[src/rtl/rsc_pkg.sv]
// Package: shared bit positions and masks of the reset cause word.
// Assumes a 32-bit register word; the flags sit in the top five bits.
package rsc_pkg;
    localparam int WORD_W   = 32;
    localparam int FLAG_LSB = 27;
    localparam int FLAG_W   = WORD_W - FLAG_LSB;

    // Flag positions inside the stored five-bit field (field bit = word bit - FLAG_LSB)
    localparam int F_POR      = 4;   // word bit 31
    localparam int F_SOFT_POR = 3;   // word bit 30
    localparam int F_SOFT_EXT = 2;   // word bit 29
    localparam int F_BTN_POR  = 1;   // word bit 28
    localparam int F_BTN_EXT  = 0;   // word bit 27

    localparam logic [FLAG_W-1:0] W1C_MASK  = 5'b10011;
    localparam logic [FLAG_W-1:0] LOAD_MASK = 5'b01100;
    localparam logic [FLAG_W-1:0] POR_VALUE = 5'b10000;
endpackage

[src/rtl/rsc_addr_decode.sv]
// Module: rsc_addr_decode
// Flags an access that targets the live register word: the doubleword at
// REG_OFFSET with address bit 2 set. Assumes REG_OFFSET is 8-byte aligned.
module rsc_addr_decode #(
    parameter int              ADDR_W     = 16,
    parameter logic [ADDR_W-1:0] REG_OFFSET = 16'hF020
) (
    input  logic              bus_sel,
    input  logic [ADDR_W-1:0] bus_addr,
    output logic              reg_hit
);
    localparam int HI = ADDR_W - 1;

    // Compare the doubleword index, then pick the upper word of it
    always_comb begin
        reg_hit = bus_sel && (bus_addr[HI:3] == REG_OFFSET[HI:3]) && bus_addr[2];
    end
endmodule

[src/rtl/rsc_boot_counter.sv]
// Module: rsc_boot_counter
// Counts clock edges with the system reset sampled low, saturating at its
// maximum. Reports when the count is still zero (first reset since power-up
// or since a software power-on request). Assumes synchronous active-low resets.
module rsc_boot_counter #(
    parameter int CNT_W = 3
) (
    input  logic clk,
    input  logic pwr_rst_n,
    input  logic sys_rst_n,
    input  logic clr,
    output logic first_reset
);
    localparam logic [CNT_W-1:0] CNT_MAX = {CNT_W{1'b1}};

    logic [CNT_W-1:0] cnt_q;

    // Saturating reset counter, cleared by power-up or a software power-on request
    always_ff @(posedge clk) begin
        if (!pwr_rst_n) begin
            cnt_q <= '0;
        end else if (!sys_rst_n) begin
            if (cnt_q != CNT_MAX) begin
                cnt_q <= cnt_q + 1'b1;
            end
        end else if (clr) begin
            cnt_q <= '0;
        end
    end

    // Zero count marks the next system reset as a power-on
    always_comb begin
        first_reset = (cnt_q == '0);
    end

    // a saturated counter stays saturated through further resets
    assert_no_wrap_R9: assert property (@(posedge clk) disable iff (!pwr_rst_n)
        (!sys_rst_n && cnt_q == CNT_MAX) |=> (cnt_q == CNT_MAX));

    // a software power-on request re-arms first-reset detection
    assert_rearm_R6: assert property (@(posedge clk) disable iff (!pwr_rst_n)
        (sys_rst_n && clr) |=> first_reset);
endmodule

[src/rtl/rsc_cause_reg.sv]
// Module: rsc_cause_reg
// Holds the five reset cause/request flags and forms the reset request pulse.
// Assumes wr_en is already qualified by the address decode; writes are ignored
// while the system reset is sampled low.
module rsc_cause_reg
    import rsc_pkg::*;
(
    input  logic              clk,
    input  logic              pwr_rst_n,
    input  logic              sys_rst_n,
    input  logic              first_reset,
    input  logic              wr_en,
    input  logic [FLAG_W-1:0] wr_flags,
    output logic [FLAG_W-1:0] flags_q,
    output logic              soft_por_wr,
    output logic              req_q
);
    logic              wr_ok;
    logic              req_d;
    logic [FLAG_W-1:0] flags_wr;

    // Write qualification and the next flag value for a write
    always_comb begin
        wr_ok       = wr_en && sys_rst_n;
        soft_por_wr = wr_ok && wr_flags[F_SOFT_POR];
        req_d       = wr_ok && (wr_flags[F_SOFT_POR] || wr_flags[F_SOFT_EXT]);
        flags_wr    = (flags_q & ~(wr_flags & W1C_MASK) & ~LOAD_MASK)
                    | (wr_flags & LOAD_MASK);
    end

    // Flag storage: cleared at power-up, loaded on a first reset, else written
    always_ff @(posedge clk) begin
        if (!pwr_rst_n) begin
            flags_q <= '0;
        end else if (!sys_rst_n) begin
            if (first_reset) begin
                flags_q <= POR_VALUE;
            end
        end else if (wr_ok) begin
            flags_q <= flags_wr;
        end
    end

    // Request pulse register, one cycle after the requesting write
    always_ff @(posedge clk) begin
        if (!pwr_rst_n || !sys_rst_n) begin
            req_q <= 1'b0;
        end else begin
            req_q <= req_d;
        end
    end

    // a first reset leaves only the power-on flag set
    assert_por_load_R5: assert property (@(posedge clk) disable iff (!pwr_rst_n)
        (!sys_rst_n && first_reset) |=> (flags_q == POR_VALUE));

    // a later reset keeps the flags
    assert_keep_on_reset_R5: assert property (@(posedge clk) disable iff (!pwr_rst_n)
        (!sys_rst_n && !first_reset) |=> $stable(flags_q));

    // writing one to the power-on flag clears it
    assert_w1c_por_R2: assert property (@(posedge clk) disable iff (!pwr_rst_n)
        (wr_en && sys_rst_n && wr_flags[F_POR]) |=> !flags_q[F_POR]);

    // the soft flags follow the written value
    assert_load_soft_R3: assert property (@(posedge clk) disable iff (!pwr_rst_n)
        (wr_en && sys_rst_n) |=> (flags_q[F_SOFT_POR:F_SOFT_EXT]
                                  == $past(wr_flags[F_SOFT_POR:F_SOFT_EXT])));

    // the request only follows a requesting write one cycle earlier
    assert_req_source_R8: assert property (@(posedge clk) disable iff (!pwr_rst_n)
        req_q |-> $past(wr_en && sys_rst_n
                        && (wr_flags[F_SOFT_POR] || wr_flags[F_SOFT_EXT])));
endmodule

[src/rtl/reset_cause_ctrl.sv]
// Module: reset_cause_ctrl (top)
// Reset cause register with software reset request. Read data is combinational;
// writes and the request pulse are registered. Assumes one access per cycle.
module reset_cause_ctrl
    import rsc_pkg::*;
#(
    parameter int                ADDR_W     = 16,
    parameter logic [ADDR_W-1:0] REG_OFFSET = 16'hF020,
    parameter int                CNT_W      = 3
) (
    input  logic              clk,
    input  logic              pwr_rst_n,
    input  logic              sys_rst_n,
    input  logic              bus_sel,
    input  logic              bus_we,
    input  logic [ADDR_W-1:0] bus_addr,
    input  logic [WORD_W-1:0] bus_wdata,
    output logic [WORD_W-1:0] bus_rdata,
    output logic              sys_reset_req
);
    logic              reg_hit;
    logic              first_reset;
    logic              soft_por_wr;
    logic [FLAG_W-1:0] flags_q;

    rsc_addr_decode #(.ADDR_W(ADDR_W), .REG_OFFSET(REG_OFFSET)) u_dec (
        .bus_sel  (bus_sel),
        .bus_addr (bus_addr),
        .reg_hit  (reg_hit)
    );

    rsc_boot_counter #(.CNT_W(CNT_W)) u_cnt (
        .clk         (clk),
        .pwr_rst_n   (pwr_rst_n),
        .sys_rst_n   (sys_rst_n),
        .clr         (soft_por_wr),
        .first_reset (first_reset)
    );

    rsc_cause_reg u_flags (
        .clk         (clk),
        .pwr_rst_n   (pwr_rst_n),
        .sys_rst_n   (sys_rst_n),
        .first_reset (first_reset),
        .wr_en       (reg_hit && bus_we),
        .wr_flags    (bus_wdata[WORD_W-1:FLAG_LSB]),
        .flags_q     (flags_q),
        .soft_por_wr (soft_por_wr),
        .req_q       (sys_reset_req)
    );

    // Read mux: the live word returns the flags, everything else reads zero
    always_comb begin
        bus_rdata = '0;
        if (reg_hit && !bus_we) begin
            bus_rdata = {flags_q, {FLAG_LSB{1'b0}}};
        end
    end

    // reserved bits never read back as one
    assert_rsvd_zero_R1: assert property (@(posedge clk) disable iff (!pwr_rst_n)
        bus_rdata[FLAG_LSB-1:0] == '0);

    // the lower word of the doubleword reads zero
    assert_dead_word_R4: assert property (@(posedge clk) disable iff (!pwr_rst_n)
        (bus_sel && !bus_addr[2]) |-> (bus_rdata == '0));

    // no request during power-up reset
    always_ff @(posedge clk) begin
        if (!pwr_rst_n) begin
            assert_idle_in_pwr_R10: assert (!sys_reset_req);
        end
    end
endmodule

[config.mk]
export PLATFORM = sky130hd
export DESIGN_NAME = reset_cause_ctrl
export DESIGN_NICKNAME = d
export VERILOG_FILES = /design/src/rtl/rsc_pkg.sv /design/src/rtl/rsc_addr_decode.sv /design/src/rtl/rsc_boot_counter.sv /design/src/rtl/rsc_cause_reg.sv /design/src/rtl/reset_cause_ctrl.sv
export SDC_FILE = /design/constraint.sdc
export NUM_CORES = 1
export LEC_CHECK = 0
export BUFFER_PORTS_ARGS = -buffer_cell sky130_fd_sc_hd__clkbuf_2
export CORE_UTILIZATION = 30
export DETAILED_ROUTE_END_ITERATION = 6
export GPL_ROUTABILITY_DRIVEN = 0
export PLACE_DENSITY_LB_ADDON = 0.3
export SYNTH_ARGS = -nofsm -noshare
export SYNTH_HDL_FRONTEND = slang
export SYNTH_HIERARCHICAL = 1
export SYNTH_SLANG_ARGS = --single-unit
[constraint.sdc]
create_clock -name clk -period 1.98 [get_ports clk]
set_input_delay 0.297 -clock clk [delete_from_list [all_inputs] [get_ports clk]]
set_output_delay 0.297 -clock clk [all_outputs]
set_load 0.01 [all_outputs]
==> results of run 1 <==
## cell type report
type,instances,share of cell area
Tap cell,28,0.0393
Clock buffer,4,0.0295
Timing Repair Buffer,33,0.197
Multi-Input combinational cell,66,0.515
Inverter,4,0.0169
Sequential cell,9,0.202
## per-stage QoR
step / setup WS, ns / util
2_1_floorplan: 0.0181 / -
3_3_place_gp: -0.0575 / 0.375
3_5_place_dp: -0.0542 / 0.375
4_1_cts: 0.0235 / 0.386
5_1_grt: -0.0153 / 0.391
6_report: 0.0565 / 0.391
## placed cells by master, fill, tap and decap left out, types with 2 or more instances in the layout
| master | n |
|---|---|
| and3b_1 | 5 |
| buf_2 | 5 |
| clkbuf_4 | 3 |
| nand2_1 | 3 |
| inv_1 | 4 |
| nand3_1 | 2 |
| a41o_1 | 2 |
| nand4_1 | 2 |
| ha_1 | 3 |
| and4bb_1 | 2 |
| and4_1 | 2 |
| clkbuf_2 | 24 |
| dfxtp_1 | 9 |
| buf_4 | 4 |
| and3_2 | 2 |
| conb_1 | 27 |
## kinds of logic after synthesis
kind of cell / synth area share
buffers and inverters: 0.293
AND/OR/NAND/NOR: 0.292
flip-flops: 0.243
AO/OA/AOI/OAI: 0.0961
adder cells (fa/ha/maj): 0.0506
multiplexers: 0.0202
other: 0.00505
## sequential cells by signal, indices dropped and copies added (netlist names)
name             flops
u_flags/req_q        1
u_flags/flags_q      5
u_cnt/cnt_q          3
## layer usage
metal | vias up | global-route usage | part of all wire
li1 | 305 | - | -
met1 | 245 | 0.111 | 0.39
met2 | 35 | 0.149 | 0.49
met3 | 0 | 0.0380 | 0.12
met4 | 0 | 0.0541 | 0
met5 | - | 0 | 0
## worst min path at each step
stage                         endpoint  cells past startpoint
CTS                      u_flags/req_q                      2
global placement    u_flags/flags_q[4]                      2
global route             u_flags/req_q                      2
floorplan           u_flags/flags_q[3]                      1
detailed placement  u_flags/flags_q[2]                      2
finish                   u_flags/req_q                      2
## timing repair
action,in CTS,in global routing
setup buffers,0,1
endpoints found under the setup margin,0,5
gates resized for setup,0,6
## critical path, cell delays in order
cell and delay [ns]:
clkbuf_2 0.08, or4_4 0.53, nor4_4 0.28, buf_4 0.16, and3b_1 0.15, buf_2 0.12
## power breakdown
group / switching [mW] / internal, mW
sequential: 0.00419 / 0.187
combinational: 0.0497 / 0.0344
clock: 0.0664 / 0.0778
==> results.yml, run 1 <==
drt:
  via_per_inst: 4.06
  drtIter0Drc: 7
  firstDrtPassIters: 4
  wl_per_cell_um: 8.99
  drtAntennaViolNets: 0
  wl_mm: 1.30
  vias: 585
  drc: 0
yosys:
  yosys-top-cells-count: "buf_4 (27), dfxtp_1 (9), and3b_1 (5)"
  yosysUniqueCellTypes: 29
  synth_seq_area_share: 0.243
  yosysWarnings: 6
  synth.area.top_cells: "buf_4 (27%), dfxtp_1 (24%), and3b_1 (5.9%), ha_1 (5.1%), and4bb_1 (3.4%)"
  syn_inst: 80
  async_flop_share: 0
  synthesis.area_um2: 742
  netlist.top_cell.by_area: "buf_4"
  ys_seq_elements: 9
  yosysMostFrequentCell: "buf_4"
  synth-main-ff-cell: "dfxtp_1"
  synth_edf_count: 0
  netlist.area_leader.share: 0.273
  avgSynthCellArea_um2: 9.27
setup_path:
  start_kind: "input pin"
  cp_data_required_time_ns: 1.68
  cp-endpoint: "bus_rdata[28]"
  path_class: "in2out"
  critPathCaptureType: "output pin"
  r2r_cells: 4
  rrSetupSlack_ns: 0.62
  startpoint: "bus_addr[4]"
  reg2reg_to: "u_cnt/cnt_q[1]"
  crit_arrival_ns: 1.63
  cp_max_fo: 5
  timing.rr.start: "u_cnt/cnt_q[0]"
min_path:
  min_from: "bus_wdata[30]"
  hp-class: "in2reg"
timing:
  setup_viol: 0
  finalHoldViolCount: 0
  fin_crit_ns: 1.92
  finalSetupTns_ns: 0
  fin_crit_sh: 0.971
  timing.fmax_ghz: 0.520
  finalClockSkew_ns: 0.00143
  rsz0062_at_grt: "true"
  worst_hold_slack_ns: 0.311
  maxSlewViolCount: 0
power_and_ir_drop:
  leakage_nw: 0.520
  vdd_drop_max_mv: 0.317
  power.density_nw_per_um2: 471
  total_power_mw: 0.419
final_layout:
  insertedDiodeCount: 0
  area_delta_synth_final_pct: 20.1
  post_route_cells_drive_above_1_share: 0.405
  fillers: 251
  stdcell_count: 144
  fin_area_um2: 891
  fin_nets: 173
  regArea_um2: 180
  multi_input_area_um2: 459
clock_network:
  clk_latency_ns: 0.26
  root_buffer: "clkbuf_4"
  hold_buffers: 0
  cts_buffer_depth: 2
  cts_sinks: 9
  h-tree-depth: 1
  cts.clk_slew.worst_paths_ns: 0.06
  cts_buffers: 3
  cts_tree: "done"
place:
  placedCellCount: 139
  dpl.hpwl_mm: 1.09
  numPortBuffers: 29
  place_area_um2: 853
floorplanning:
  die_w_um: 51.7
  num_rows: 17
  design.die.area_um2: 2680
  start_util: 0.326
  fp.dieH_um: 51.7
  pin_count: 86
  core_um2: 2280
global_routing:
  grt_usage: 0.0960
  grt_pass1_wl_mm: 1.87
  overflow: 0
  grt_pass1_vias: 450
  grt_start_max_net_pins: 15
  antenna_found_initial: 0
job:
  max_cap_viol_count: 0
run_status:
  outcome: "finished, final reports clean"
(Power assumes the default switching activity.)
==> run 2: changes to the inputs <==
--- a/config.mk
+++ b/config.mk
@@ -5,6 +5,7 @@
 export SDC_FILE = /design/constraint.sdc
 export NUM_CORES = 1
 export LEC_CHECK = 0
+export ABC_AREA = 1
 export BUFFER_PORTS_ARGS = -buffer_cell sky130_fd_sc_hd__clkbuf_2
 export CORE_UTILIZATION = 30
 export DETAILED_ROUTE_END_ITERATION = 6
==> results.yml, run 2 <==
run_status:
  outcome: "finished, final reports clean"
yosys:
  yosysUniqueCellTypes: 13
  ys_seq_elements: 9
  yosysWarnings: 6
  async_flop_share: 0
  synth-main-ff-cell: "dfxtp_1"
  synthesis.area_um2: 751
  synth_edf_count: 0
  netlist.area_leader.share: 0.270
  synth.area.top_cells: "buf_4 (27%), dfxtp_1 (24%), inv_1 (13%), nand2_1 (7.0%), nor2_1 (6.5%)"
  netlist.top_cell.by_area: "buf_4"
  yosysMostFrequentCell: "buf_4"
  synth_seq_area_share: 0.240
  yosys-top-cells-count: "buf_4 (27), inv_1 (25), nand2_1 (14)"
  avgSynthCellArea_um2: 6.47
  syn_inst: 116
place:
  dpl.hpwl_mm: 1.07
  placedCellCount: 172
  numPortBuffers: 29
  dp_slack_ns: 0.351
drt:
  wl_per_cell_um: 6.85
  firstDrtPassIters: 4
  drtAntennaViolNets: 0
  drtIter0Drc: 8
  via_per_inst: 3.60
  drc: 0
  wl_mm: 1.21
  vias: 633
floorplanning:
  start_util: 0.330
  num_rows: 17
  pin_count: 86
  die_w_um: 52.0
  design.die.area_um2: 2710
  core_um2: 2280
  fp.dieH_um: 52.0
setup_path:
  path_class: "in2out"
  start_kind: "input pin"
  cp_max_fo: 5
  cp_data_required_time_ns: 1.68
  critPathCaptureType: "output pin"
  crit_arrival_ns: 1.11
final_layout:
  fillers: 251
  fin_nets: 205
  largest_register_ffs: 5
  stdcell_count: 176
  final_common_cell: "clkbuf_2"
  top_register: "u_flags/flags_q"
  area_delta_synth_final_pct: 13.5
  reg_top3: "u_flags/flags_q (5), u_cnt/cnt_q (3), u_flags/req_q (1)"
  multi_input_area_um2: 367
  regArea_um2: 180
  post_route_cells_drive_above_1_share: 0.270
  insertedDiodeCount: 0
  mostFrequentLayoutCells: "clkbuf_2 (29), conb_1 (27), inv_1 (25)"
power_and_ir_drop:
  seqPwrFrac: 0.466
  power_frac_clock: 0.339
  p_sw_mw: 0.115
  combPwrFrac: 0.195
  leakage_nw: 0.509
  power.internal_mw: 0.292
  vdd_drop_max_mv: 0.291
  power.density_nw_per_um2: 478
  switching_share: 0.282
  total_power_mw: 0.407
timing:
  finalHoldViolCount: 0
  setup_viol: 0
  worst_hold_slack_ns: 0.209
  finalClockSkew_ns: 0.000254
  fin_crit_sh: 0.710
  fin_crit_ns: 1.41
  fin_ws_ns: 0.574
  finalSetupTns_ns: 0
  rsz0062_at_grt: "false"
  timing.fmax_ghz: 0.711
  maxSlewViolCount: 0
clock_network:
  clk_latency_ns: 0.25
  postCtsSetupBuffers: 0
  cts_resized: 0
  cts_buffers: 3
  h-tree-depth: 1
  cts_sinks: 9
  cts.clk_slew.worst_paths_ns: 0.06
  cts_buffer_depth: 2
  hold_buffers: 0
  cts_tree: "done"
  root_buffer: "clkbuf_4"
global_routing:
  grt_usage: 0.106
  grt_pass1_vias: 573
  grt_start_max_net_pins: 7
  antenna_found_initial: 0
  overflow: 0
  grt_pass1_wl_mm: 2.14
job:
  max_cap_viol_count: 0
min_path:
  hp-class: "in2reg"
## run 2: cell count changes in the layout (fill, tap and decap cells not counted), sizes merged, moves of 2 or more
| cell | previous run | this run |
|---|---|---|
| and2 | 2 | 0 |
| a41o | 2 | 0 |
| clkbuf | 28 | 33 |
| a21oi | 0 | 9 |
| inv | 4 | 25 |
| and4bb | 2 | 0 |
| and3b | 5 | 0 |
| nand2 | 3 | 20 |
| nand4 | 2 | 0 |
| and3 | 2 | 0 |
| nor2 | 0 | 13 |
| nand3 | 2 | 7 |
| buf | 9 | 0 |
| and4 | 2 | 0 |
## run 2: worst paths after layout
kind,slack [ns],depth (start not counted),start,end
worst max-delay path,0.57,9,bus_addr[11],bus_rdata[28]
worst min-delay path,0.21,2,bus_wdata[28],u_flags/flags_q[1]
worst max register to register,0.81,5,u_cnt/cnt_q[0],u_cnt/cnt_q[2]
worst min register to register,0.47,2,u_flags/flags_q[4],u_flags/flags_q[4]
## run 2: final cells by class
cell class | instances | share of cell area
multi-input cells | 80 | 0.430
flip-flops and latches | 9 | 0.211
repair buffers | 29 | 0.170
inverters | 26 | 0.116
well taps | 28 | 0.0411
clock buffers | 4 | 0.0308
## run 2: power groups by stage
| stage | Combinational (mW) | Sequential (mW) | Clock (mW) |
|---|---|---|---|
| global placement | 0.0783 | 0.194 | 0 |
| floorplan | 0.0900 | 0.193 | 0 |
| CTS | 0.0794 | 0.190 | 0.144 |
| detailed placement | 0.0792 | 0.194 | 0 |
| global route | 0.0935 | 0.191 | 0.157 |
| finish | 0.0794 | 0.190 | 0.138 |
## run 2: kinds of logic (layout without fill, tap and decap cells)
family	count (synthesis)	count (layout)	synth area share
other	1	27	0.00500
DFF	9	9	0.240
and+or+nand+nor	40	40	0.232
AOI/OAI and AO/OA	10	10	0.0717
adders and majority gates	3	3	0.0500
buffers and inverters	53	59	0.402
## run 2: critical path, cell delays in order
cell and delay [ns]:
clkbuf_2 0.08, inv_1 0.04, nand2_1 0.04, nor2_1 0.09
nand2_1 0.06, nor2_1 0.14, nand2_2 0.11, nor2_1 0.11
clkbuf_2 0.14
## run 2: stage by stage
| stage | cell area (um^2) | util |
|---|---|---|
| 3_3_place_gp | 826 | 0.363 |
| 2_1_floorplan | 848 | - |
| 5_1_grt | 852 | 0.374 |
| 4_1_cts | 852 | 0.374 |
| 3_5_place_dp | 826 | 0.363 |
| 6_report | 852 | 0.374 |
## run 2: layer usage
layer  share of wire  track usage
met1            0.44        0.125
met2            0.50        0.171
met3           0.067       0.0205
met4               0       0.0766
met5               0            0
